`src/rtl/skin_pkg.sv`:
```
package skin_pkg;
  typedef struct packed {
    logic valid;
    logic sof;
    logic eol;
  } side_t;

  localparam side_t SIDE_IDLE = '{valid: 1'b0, sof: 1'b0, eol: 1'b0};
endpackage

```
`src/rtl/skin_cspace.sv`:
```
module skin_cspace #(
  parameter int PIX_W = 8,
  localparam int SUM_W = PIX_W + 2,
  localparam int CW    = PIX_W + 1
) (
  input  logic                 clk_i,
  input  logic                 rst_ni,
  input  logic                 en_i,
  input  logic [PIX_W-1:0]     r_i,
  input  logic [PIX_W-1:0]     g_i,
  input  logic [PIX_W-1:0]     b_i,
  output logic [PIX_W-1:0]     y_o,
  output logic signed [CW-1:0] u_o,
  output logic signed [CW-1:0] v_o
);
  logic [SUM_W-1:0]     sum;
  logic signed [CW-1:0] u_d, v_d;

  // green weighted by two via a left shift
  assign sum = {2'b00, r_i} + {1'b0, g_i, 1'b0} + {2'b00, b_i};
  assign u_d = $signed({1'b0, r_i}) - $signed({1'b0, g_i});
  assign v_d = $signed({1'b0, b_i}) - $signed({1'b0, g_i});

  always_ff @(posedge clk_i or negedge rst_ni) begin
    if (!rst_ni) begin
      y_o <= '0;
      u_o <= '0;
      v_o <= '0;
    end else if (en_i) begin
      y_o <= sum[SUM_W-1:2];
      u_o <= u_d;
      v_o <= v_d;
    end
  end
endmodule

```
`src/rtl/skin_window.sv`:
```
module skin_window #(
  parameter int PIX_W = 8,
  parameter int U_LO  = 10,
  parameter int U_HI  = 74,
  parameter int V_LO  = -40,
  parameter int V_HI  = 11,
  localparam int CW   = PIX_W + 1
) (
  input  logic                 clk_i,
  input  logic                 rst_ni,
  input  logic                 en_i,
  input  logic [PIX_W-1:0]     y_i,
  input  logic signed [CW-1:0] u_i,
  input  logic signed [CW-1:0] v_i,
  output logic [PIX_W-1:0]     y_o,
  output logic                 skin_o
);
  localparam logic signed [CW-1:0] U_LO_W = CW'(U_LO);
  localparam logic signed [CW-1:0] U_HI_W = CW'(U_HI);
  localparam logic signed [CW-1:0] V_LO_W = CW'(V_LO);
  localparam logic signed [CW-1:0] V_HI_W = CW'(V_HI);

  logic u_ok, v_ok;

  assign u_ok = (u_i > U_LO_W) && (u_i < U_HI_W);
  assign v_ok = (v_i > V_LO_W) && (v_i < V_HI_W);

  always_ff @(posedge clk_i or negedge rst_ni) begin
    if (!rst_ni) begin
      y_o    <= '0;
      skin_o <= 1'b0;
    end else if (en_i) begin
      y_o    <= y_i;
      skin_o <= u_ok && v_ok;
    end
  end

  // a bubble leaves the result registers untouched
  a_r7_hold_in_bubble: assert property (@(posedge clk_i) disable iff (!rst_ni)
    !en_i |=> ($stable(y_o) && $stable(skin_o)));
endmodule

```
`src/rtl/skin_side_pipe.sv`:
```
module skin_side_pipe
  import skin_pkg::*;
#(
  parameter int DEPTH = 2
) (
  input  logic  clk_i,
  input  logic  rst_ni,
  input  side_t side_i,
  output side_t tap_o [DEPTH]
);
  side_t stage_q [DEPTH];

  for (genvar i = 0; i < DEPTH; i++) begin : g_stage
    side_t nxt;
    if (i == 0) begin : g_head
      assign nxt = side_i;
    end else begin : g_body
      assign nxt = stage_q[i-1];
    end
    always_ff @(posedge clk_i or negedge rst_ni) begin
      if (!rst_ni) stage_q[i] <= SIDE_IDLE;
      else         stage_q[i] <= nxt;
    end
    assign tap_o[i] = stage_q[i];
  end
endmodule

```
`src/rtl/skin_classifier.sv`:
```
module skin_classifier
  import skin_pkg::*;
#(
  parameter int PIX_W = 8,
  parameter int U_LO  = 10,
  parameter int U_HI  = 74,
  parameter int V_LO  = -40,
  parameter int V_HI  = 11,
  localparam int CW   = PIX_W + 1,
  localparam int SUM_W = PIX_W + 2,
  localparam int LAT  = 2
) (
  input  logic             clk_i,
  input  logic             rst_ni,
  input  logic             valid_i,
  input  logic             sof_i,
  input  logic             eol_i,
  input  logic [PIX_W-1:0] r_i,
  input  logic [PIX_W-1:0] g_i,
  input  logic [PIX_W-1:0] b_i,
  output logic             valid_o,
  output logic             sof_o,
  output logic             eol_o,
  output logic [PIX_W-1:0] y_o,
  output logic             skin_o
);
  side_t                side_in;
  side_t                tap [LAT];
  logic [PIX_W-1:0]     cs_y;
  logic signed [CW-1:0] cs_u, cs_v;

  // markers travel only with a valid pixel
  assign side_in = '{valid: valid_i, sof: sof_i & valid_i, eol: eol_i & valid_i};

  skin_side_pipe #(.DEPTH(LAT)) u_side (
    .clk_i (clk_i),
    .rst_ni(rst_ni),
    .side_i(side_in),
    .tap_o (tap)
  );

  skin_cspace #(.PIX_W(PIX_W)) u_cspace (
    .clk_i (clk_i),
    .rst_ni(rst_ni),
    .en_i  (valid_i),
    .r_i   (r_i),
    .g_i   (g_i),
    .b_i   (b_i),
    .y_o   (cs_y),
    .u_o   (cs_u),
    .v_o   (cs_v)
  );

  skin_window #(
    .PIX_W(PIX_W), .U_LO(U_LO), .U_HI(U_HI), .V_LO(V_LO), .V_HI(V_HI)
  ) u_window (
    .clk_i (clk_i),
    .rst_ni(rst_ni),
    .en_i  (tap[0].valid),
    .y_i   (cs_y),
    .u_i   (cs_u),
    .v_i   (cs_v),
    .y_o   (y_o),
    .skin_o(skin_o)
  );

  assign valid_o = tap[LAT-1].valid;
  assign sof_o   = tap[LAT-1].sof;
  assign eol_o   = tap[LAT-1].eol;

  // ---- port-level checks across the two-stage pipeline ----
  localparam logic signed [CW-1:0] U_LO_C = CW'(U_LO);
  localparam logic signed [CW-1:0] U_HI_C = CW'(U_HI);
  localparam logic signed [CW-1:0] V_LO_C = CW'(V_LO);
  localparam logic signed [CW-1:0] V_HI_C = CW'(V_HI);

  logic [1:0]           warm_q;
  logic [SUM_W-1:0]     chk_sum;
  logic signed [CW-1:0] chk_u, chk_v;

  always_ff @(posedge clk_i or negedge rst_ni) begin
    if (!rst_ni)              warm_q <= '0;
    else if (warm_q != 2'd2)  warm_q <= warm_q + 2'd1;
  end

  assign chk_sum = SUM_W'(r_i) + SUM_W'(g_i) + SUM_W'(g_i) + SUM_W'(b_i);
  assign chk_u   = CW'(r_i) - CW'(g_i);
  assign chk_v   = CW'(b_i) - CW'(g_i);

  a_r6_valid_latency: assert property (@(posedge clk_i) disable iff (!rst_ni)
    (warm_q == 2'd2) |-> (valid_o == $past(valid_i, 2)));

  a_r1_luma: assert property (@(posedge clk_i) disable iff (!rst_ni)
    (warm_q == 2'd2 && valid_o) |-> (y_o == $past(chk_sum[SUM_W-1:2], 2)));

  a_r2_u_window: assert property (@(posedge clk_i) disable iff (!rst_ni)
    (warm_q == 2'd2 && valid_o && skin_o) |->
      ($past(chk_u, 2) > U_LO_C && $past(chk_u, 2) < U_HI_C));

  a_r3_v_floor: assert property (@(posedge clk_i) disable iff (!rst_ni)
    (warm_q == 2'd2 && valid_o && skin_o) |-> ($past(chk_v, 2) > V_LO_C));

  a_r4_v_ceiling: assert property (@(posedge clk_i) disable iff (!rst_ni)
    (warm_q == 2'd2 && valid_o && skin_o) |-> ($past(chk_v, 2) < V_HI_C));

  // markers never leave without a pixel
  a_r6_marker_qualified: assert property (@(posedge clk_i) disable iff (!rst_ni)
    (sof_o || eol_o) |-> valid_o);
endmodule

```
`config.mk`:
```
export PLATFORM = sky130hd
export DESIGN_NAME = skin_classifier
export DESIGN_NICKNAME = d
export VERILOG_FILES = /design/src/rtl/skin_pkg.sv /design/src/rtl/skin_cspace.sv /design/src/rtl/skin_window.sv /design/src/rtl/skin_side_pipe.sv /design/src/rtl/skin_classifier.sv
export SDC_FILE = /design/constraint.sdc
export NUM_CORES = 1
export LEC_CHECK = 0
export BUFFER_PORTS_ARGS = -buffer_cell sky130_fd_sc_hd__buf_4
export CAP_MARGIN = 15
export CORE_UTILIZATION = 57
export DETAILED_ROUTE_END_ITERATION = 6
export GPL_TIMING_DRIVEN = 1
export HOLD_SLACK_MARGIN = 0.05
export PLACE_DENSITY = 0.8
export SYNTH_ARGS = -nofsm -noshare
export SYNTH_HDL_FRONTEND = slang
export SYNTH_SLANG_ARGS = --single-unit
```
`constraint.sdc`:
```
create_clock -name clk_i -period 1.7 [get_ports clk_i]
set_input_delay 0.085 -clock clk_i [delete_from_list [all_inputs] [get_ports clk_i]]
set_output_delay 0.085 -clock clk_i [all_outputs]
set_load 0.02 [all_outputs]
```
# Yosys cells after proc, flatten, opt, wreduce, memory -nomap -nowiden
# Cells that the tools add are included.
# totals
elab_cells,24
ff_bits,41
output_inout_bits,12
ram_bits,0
rom_bits,0
n_memories,0
latchBits,0
# op_classes
n_bitwise,2
shifts,0
add_sub_neg,4
n_lt_le_gt_ge,4
eq_ne,0
reduce_logical,3
div_mod_pow,0
muxes,0
multipliers,0
# ops
op,count
$sub A8 B8 Y9,2
$add A10 B8 Y10,1
$add A8 B9 Y10,1
$gt A9 B5 Y1 const B,1
$gt A9 B7 Y1 const B,1
$lt A9 B5 Y1 const B,1
$lt A9 B8 Y1 const B,1
$logic_and A1 B1 Y1,3
$and A1 B1 Y1,2

# Longest topological paths before layout
# Gate-level depths: netlist of run 1.
# logic_depth
word_depth,3
ltp_mapped,8
ltp_nobuf,8

# Cells and area by module
# From an unflattened synthesis of run 1, not the netlist that was laid out.
# hier_totals
hier_cells,253
hier_area_um2,2650.0
# modules_own_cells
mod,seq_area_each_um2,cells_per_inst,area_each_um2,instances
skin_cspace,650.6,208,2055.7,1
skin_window,225.2,37,431.7,1
skin_side_pipe,150.1,6,150.1,1
skin_classifier,0.0,2,12.5,1

# Worst setup path before layout of run 1
# Ideal clock, no wire load.
# synth_path
path_type,input port to flip-flop
from,input b_i[3]
to,register u_cspace.y_o[5]
arrival_time_ns,1.821
required_time_ns,1.636
path_stages,7
path_slack_ns,-0.185
setup_time_ns,0.064
path_buffers,0
path_cell_list,fa_1 > ha_1 > nor2b_4 > o31a_1 > o31a_1 > a211oi_1 > a21o_1
# synth_via
elab_chain_len,1
# synth_rtl
element,line_no,rtl
from (decl),skin_classifier.sv:20,"input logic [PIX_W-1:0] b_i,"
$add A10 B8 Y10,skin_cspace.sv:20,"assign sum = {2'b00, r_i} + {1'b0, g_i, 1'b0} + {2'b00, b_i};"
to (signal assigned),skin_cspace.sv:30,y_o <= sum[SUM_W-1:2];
to (decl),skin_cspace.sv:12,"output logic [PIX_W-1:0] y_o,"
# Every way passes these cells.
# A chain may end at the register's enable or synchronous reset.

# Final worst setup path of run 1
# layout_path
from,input g_i[0]
to,register u_cspace.y_o[5]
# layout_via
elab_chain_len,2
# layout_rtl
element,line_no,rtl
from (decl),skin_classifier.sv:19,"input logic [PIX_W-1:0] g_i,"
$add A8 B9 Y10,skin_cspace.sv:20,
$add A10 B8 Y10,skin_cspace.sv:20,
# Every way passes these cells.

==> results of run 1 <==
-- cell families after synthesis --
logic type / synth area share (%)
buf+inv: 3.48
xor+xnor: 2.00
fa+ha+maj: 18.6
simple gates: 10.7
mux: 6.78
compound gates: 19.3
flops: 39.1
-- synthesized netlist by cell type --
cell,n,share of area (%)
nand2_1,20,2.9
o2111ai_1,2,0.67
buf_2,1,0.19
nor3_1,6,1.1
nand3b_1,2,0.57
xnor2_1,4,1.3
o21ai_1,1,0.19
inv_1,18,2.6
a21oi_1,5,0.95
nand3_1,1,0.19
dfrtp_1,41,39
a211oi_1,6,1.7
xor2_1,2,0.67
nor3b_1,2,0.57
nor2_1,10,1.4
o21ai_0,18,3.4
ha_1,23,11
fa_1,10,7.6
o211ai_1,1,0.29
and2_1,2,0.48
a21oi_2,1,0.33
nor4_1,2,0.48
or4_1,1,0.29
nor2b_4,1,0.52
clkbuf_1,5,0.72
mux2i_1,2,0.76
o22ai_1,2,0.48
o2bb2ai_1,2,0.67
o311a_1,1,0.38
o31a_1,4,1.3
a21o_1,5,1.4
nand4_1,1,0.24
a31oi_1,3,0.72
nand2b_1,6,1.4
o21a_1,15,4.3
mux2_2,14,6.0
a41o_1,1,0.38
nor2b_1,2,0.48
o31ai_1,7,2.0
-- how the worst min path moves through the flow --
| stage | start | end | slack, ns |
|---|---|---|---|
| floorplan | rst_ni | u_cspace.u_o[0] | -0.21 |
| global placement | rst_ni | u_side.tap_o[1] | 0.09 |
| detailed placement | rst_ni | u_side.tap_o[2] | 0.09 |
| CTS | valid_i | u_side.tap_o[5] | 0.18 |
| global route | valid_i | u_side.tap_o[5] | 0.18 |
| finish | valid_i | u_side.tap_o[5] | 0.18 |
-- power by group through the flow --
stage          combinational [W]  clock (W)  sequential [W]
4_1_cts                  0.00124   0.000635         0.00134
6_report                 0.00128   0.000633         0.00134
3_3_place_gp             0.00117          0         0.00135
5_1_grt                  0.00140   0.000684         0.00137
2_1_floorplan           0.000643          0         0.00141
3_5_place_dp             0.00122          0         0.00136
-- sequential cells by signal, indices dropped and copies added (netlist names) --
register	count
u_cspace.u_o	9
u_cspace.v_o	9
u_cspace.y_o	8
u_window.y_o	8
u_side.tap_o	6
u_window.skin_o	1
-- cell type report --
type                    instances  area, um^2  share of cell area [%]
clock buffers                   5        68.8                    1.99
clock inverters                 3        17.5                   0.506
inverters                      18        67.6                    1.95
multi-input cells             185        1580                    45.6
flip-flops and latches         41        1030                    29.7
well taps                      52        65.1                    1.88
repair buffers                 81         638                    18.4
-- metrics by stage --
stage / util (%) / TNS, ns
after detailed placement: 74.6 / -2.48
after CTS: 77.7 / -0.148
after global placement: 74.6 / -2.01
after global routing: 78.9 / -0.293
final: 78.9 / -0.141
after floorplan: - / -0.462
-- per-layer routing --
| metal | vias up | global-route usage [%] | wire, um |
|---|---|---|---|
| met5 | - | 0 | 13 |
| met4 | 2 | 6.89 | 77 |
| met3 | 9 | 4.94 | 336 |
| met2 | 68 | 42.9 | 2990 |
| met1 | 1041 | 35.9 | 2650 |
| li1 | 1065 | - | - |
-- what timing repair did --
action	CTS	global route
pin swaps	10	2
buffers inserted	0	1
endpoints found under the setup margin	5	5
resized for setup	8	6
hold buffers	3	0
hold endpoints to repair	43	0
==> run metrics, run 1 <==
min Tclk post-route=1.78 ns; max-slew violation count=0; maximum buffer depth of the clock tree=2; # port buffers=40; hold crit path type=input port to flop; total gr overflow=0; part of the power in combinational logic=between 30% and 40%; Post-Syn Nets=312; switching pwr=0.00110 W; sequential share of power=41.2%; Max-slew headroom=roughly 65%; critical-path cell list=buf_6, fa_1, nand3_1, fa_2, nor2b_4, o31a_1, o31a_1, a211oi_2, a21o_1; Vert. Die Dim=around 70 um; Worst-Skew Late Latency=0.30 ns; YS warnings=0; core region area=approximately 0.0044 mm^2; clk sink count=between 40 and 50; status=finished with violations; clock power share=19.4%; layout cell share with drive strength beyond 1=33.0%; CTS tree=yes; Pint=0.00216 W; Area after DPL=0.00327 mm^2; post-synthesis sequential area ratio=39.1%; I/O pin count=a little over 40; initial antenna violation count=1; maxcap violations=0; clock-pin slew on the worst setup and hold paths=0.09 ns; worst clock skew=0.00812 ns; reg2reg end=u_window.skin_o; Hold Crit Depth=2; Worst setup SP type=input port; WP depth=9; RSZ-0062 raised after global routing=yes; Pre-antenna DRT Iters=4; TritonCTS buffer count=5; gp weighted congestion=0.793; row cnt=24; Leak Pwr=approximately 1.6 nW; # H-tree levels=2; drt drc=0; # setup viols final=2; Vias=2185; Die X=69.8 um; CP Max Fanout=3; Fmax achieved=562 MHz; family with the most delay on the worst path=adder cells; Setup CP Type=input port to flop; reg2reg start=u_cspace.v_o[8]; cell area after layout=0.00346 mm^2; crit share post-route=105%; commonest cells after routing, fill and taps aside=buf_4 (73), dfrtp_1 (41), nand2_1 (20), ha_1 (20), inv_1 (18); post-synthesis cell type count=39; initial DRC count=153; Mapped Cells=250; routed vias/inst=5.68; Required @ worst endpoint=1.90 ns; commonest non-fill, non-tap cell in the layout=buf_4; Final Non-Filler Cells=385; total wire length=6.06 mm; Worst Setup EP=u_cspace.y_o[5]; die area=approximately 0.0049 mm^2; maximum number of pins on one net before global-route repair=42; Worst Setup End Kind=flop; Hold Slack=0.178 ns; post-route setup slack=-0.0798 ns; number of global-route vias before repair=2109; first-pass GRT wire length=a little under 10 mm; DP Wirelength=between 4 and 5 mm; DRT antenna net count=0; failing checks=setup timing; Mapped Avg Cell Area=10.5 um^2; dpl cells=374; Pwr per Cell Area=941 mW/mm^2; most frequent CP cell=o31a_1; Setup crit start=g_i[0]; Critical Path AT=between 1.5 and 2 ns; routed len/inst=15.7 um; Seq cells post-synth=41; Pwr Total=0.00326 W; delay of the slowest cell on the worst path=0.57 ns; Fillers=between 200 and 300; switch share=33.7%; pre-CTS setup slack=-0.400 ns; Root Buffer=clkbuf_8; FF-to-FF setup slack=0.35 ns; Antenna diodes=0; Worst-Margin Slew=0.528 ns; Total GRT Usage=26.2%; CP max stage cell=fa_1; Initial Util=59.8%; post-synthesis cell area=0.00262 mm^2; CP Buf/Inv Count=1; Area Growth Syn to Fin=32.0%; nets=394; Reg2Reg Depth=4; final hold violation count=0; Peak VDD IR=654 uV
No activity file was read; power rests on OpenSTA's default activity.
==> run 2, diff against run 1 <==
--- a/config.mk
+++ b/config.mk
@@ -5,6 +5,7 @@
 export SDC_FILE = /design/constraint.sdc
 export NUM_CORES = 1
 export LEC_CHECK = 0
+export ABC_AREA = 1
 export BUFFER_PORTS_ARGS = -buffer_cell sky130_fd_sc_hd__buf_4
 export CAP_MARGIN = 15
 export CORE_UTILIZATION = 57
==> run 2 against run 1 <==
  * The run ends with DRC left
  * Global-route usage increased by 0.64 points
  * Power down 4.2%
  * Clock power up 25%
  * Design area is 2.9% lower
  * Critical path type unchanged
  * Wire length is 1.3% higher
  * Critical path depth rose by 3
  * Worst setup slack better by 0.20 ns
  * Combinational power is 17% lower
  * Highest routed layer is now met4
  * Via count is 12% higher
  * Sequential share of layout area up 0.87 points
==> run metrics, run 2 <==
Initial Util=61.1% (+1.3 points); Worst Setup End Kind=flop; drt drc=1 (+1); Pwr per Cell Area=928 mW/mm^2 (-1.3%); final hold violation count=0 (unchanged); initial antenna violation count=0 (-1); Area after DPL=0.00319 mm^2 (-2.4%); number of global-route vias before repair=2456 (+16%); total gr overflow=0 (unchanged); Mapped Avg Cell Area=7.75 um^2 (-26%); hold crit path type=input port to flop; post-synthesis cell area=0.00274 mm^2 (+4.3%); Post-synth EDFFs=0 (unchanged); die area=0.00508 mm^2 (+4.2%); cell area after layout=0.00336 mm^2 (-2.9%); TritonCTS buffer count=5 (unchanged); clock-pin slew on the worst setup and hold paths=0.08 ns (about the same); Fillers=366 (+23%); # setup viols final=0 (-2); top-count cell post-synth=nand2_1; Max-slew headroom=57.2% (-7.6 points); reg2reg end=u_window.skin_o; top post-synthesis cells by area=dfrtp_1 (38%), nand2_1 (17%), ha_1 (11%); CTS tree=yes; Leak Pwr=1.86 nW (+13%); YS warnings=0 (unchanged); Worst-Margin Slew=0.641 ns (+0.113 ns); CP max stage cell=fa_1; Peak VDD IR=430 uV (-34%); # H-tree levels=2 (unchanged); highest metal used=met4; core region area=0.00447 mm^2 (+2.1%); Seq cells post-synth=41 (unchanged); critical-path cell list=buf_4, fa_1, inv_1, fa_2, inv_2, nand3_2, nand2_2, nand2_1, nand2_1, nand2_1, nand3_1, nand2_1; Vias=2440 (+12%); family with the most delay on the worst path=adder cells; FF-to-FF setup slack=0.52 ns (+0.17 ns); I/O pin count=41 (unchanged); min Tclk post-route=1.58 ns (-0.199 ns); biggest regs=u_cspace.u_o (9), u_cspace.v_o (9); multi-input logic area=0.00151 mm^2 (-4.4%); Setup CP Type=input port to flop; largest area contributor in the netlist=dfrtp_1; Worst setup SP type=input port; routed len/inst=13.1 um (-17%); Worst-Skew Late Latency=0.30 ns (about the same); dominant synthesized flop cell=dfrtp_1; post-synthesis sequential area ratio=37.5% (-1.6 points); clk sink count=41 (unchanged); routed length on met1=2.69 mm (+1.6%); Pre-antenna DRT Iters=7 (+3); FF+latch area=0.00103 mm^2 (unchanged); Fmax achieved=633 MHz (+13%); status=finished with violations; post-route setup slack=0.120 ns (+0.199 ns); Vert. Die Dim=71.3 um (+2.1%); Required @ worst endpoint=1.88 ns (-0.02 ns); row cnt=24 (unchanged); Die X=71.3 um (+2.1%); dpl cells=455 (+22%); delay of the slowest cell on the worst path=0.55 ns (-0.02 ns); Pwr Total=0.00312 W (-4.2%); Post-synth ARST share=100% (unchanged); Root Buffer=clkbuf_8; RSZ-0062 raised after global routing=no; Post-Syn Nets=415 (+33%); routed vias/inst=5.22 (-7.9%); max-slew violation count=0 (unchanged); Hold Crit Depth=4 (+2); DRT antenna net count=0 (unchanged); maximum number of pins on one net before global-route repair=42 (unchanged); Critical Path AT=1.76 ns (-0.22 ns); CP Buf/Inv Count=3 (+2); # port buffers=40 (unchanged); maxcap violations=0 (unchanged); Final Non-Filler Cells=467 (+21%); Mapped Cells=353 (+41%); share of the synthesized area in the top cell type=37.5% (-1.6 points); Antenna diodes=0 (unchanged); layout cell share with drive strength beyond 1=18.3% (-15 points); Commonest cells post-synth=nand2_1 (126), inv_1 (48), dfrtp_1 (41); crit share post-route=93.0% (-12 points); first-pass GRT wire length=10.6 mm (+7.3%); pre-CTS setup slack=-0.227 ns (+0.173 ns); initial DRC count=148 (-3.3%); reg2reg start=u_cspace.v_o[3]; nets=476 (+21%); failing checks=DRC; worst clock skew=0.00611 ns (-0.00200 ns); total wire length=6.14 mm (+1.3%); Hold Crit Start=r_i[0]; Total GRT Usage=26.9% (+0.64 points); Reg2Reg Depth=7 (+3); metal3 WL=310 um (-7.7%); gp weighted congestion=0.837 (+5.6%); commonest non-fill, non-tap cell in the layout=nand2_1; commonest cells after routing, fill and taps aside=nand2_1 (125), buf_4 (56), inv_1 (47); Min-Delay Endpoint=u_cspace.u_o[0]; post-synthesis cell type count=23 (-41%); Area Growth Syn to Fin=22.9%; most frequent CP cell=nand2_1; maximum buffer depth of the clock tree=2 (unchanged); CP Max Fanout=2 (-1); DP Wirelength=4.65 mm (-0.73%); met2 WL post-DR=3.02 mm (+1.0%)
[run 2: worst reg2reg max path, delay by kind of cell, from the launching register on]
family          cells  cell delay, ns
simple gates        5            0.48
buf+inv             1            0.06
compound gates      1            0.16
flops               1            0.38
[run 2: kinds of logic after synthesis]
family                     synth area share [%]
AOI/OAI and AO/OA                          9.38
xor gates and xnor gates                   1.92
adders and majority gates                  17.8
buffers and inverters                      7.91
DFF                                        37.5
and+or+nand+nor                            25.4
[run 2: cell type report]
class | count | area share [%]
Sequential cell | 41 | 30.5
Inverter | 50 | 5.58
Clock buffer | 5 | 2.05
Timing Repair Buffer | 60 | 13.7
Multi-Input combinational cell | 256 | 44.8
Clock inverter | 3 | 1.38
Tap cell | 52 | 1.94
[run 2: how the worst max path moves through the flow]
stage	slack, ns	start	endpoint	cells after the start
finish	0.12	g_i[1]	u_cspace.y_o[5]	12
global route	0.02	g_i[1]	u_cspace.y_o[7]	11
CTS	0.05	b_i[2]	u_cspace.y_o[5]	12
floorplan	0.002	b_i[2]	u_cspace.y_o[5]	11
global placement	-0.21	b_i[2]	u_cspace.y_o[5]	12
detailed placement	-0.23	b_i[2]	u_cspace.y_o[5]	12
[run 2: stage by stage]
stage / hold slack (ns) / util (%) / TNS, ns
after floorplan: -0.211 / - / 0
after global placement: 0.0905 / 71.3 / -0.735
after CTS: 0.192 / 74.8 / 0
final: 0.188 / 75.1 / 0
after global routing: 0.226 / 75.1 / 0
after detailed placement: 0.0934 / 71.3 / -0.959
[run 2: repair_timing]
item | 4_1_cts | 5_1_grt
endpoints found under the setup margin | 0 | 2
buffers inserted | 0 | 0
hold buffers | 4 | 0
gates resized for setup | 0 | 5
hold endpoints to repair | 44 | 0
[run 2: metal layers]
metal,GRT usage [%],vias to the layer above
li1,-,1234
met5,0,-
met4,9.78,0
met2,47.3,52
met1,32.9,1142
met3,5.20,12
[run 2: report_power, final]
part | switching (W) | internal (W) | total, W
sequential | 0.000121 | 0.00115 | 0.00127
combinational | 0.000591 | 0.000465 | 0.00106
clock | 0.000355 | 0.000439 | 0.000794
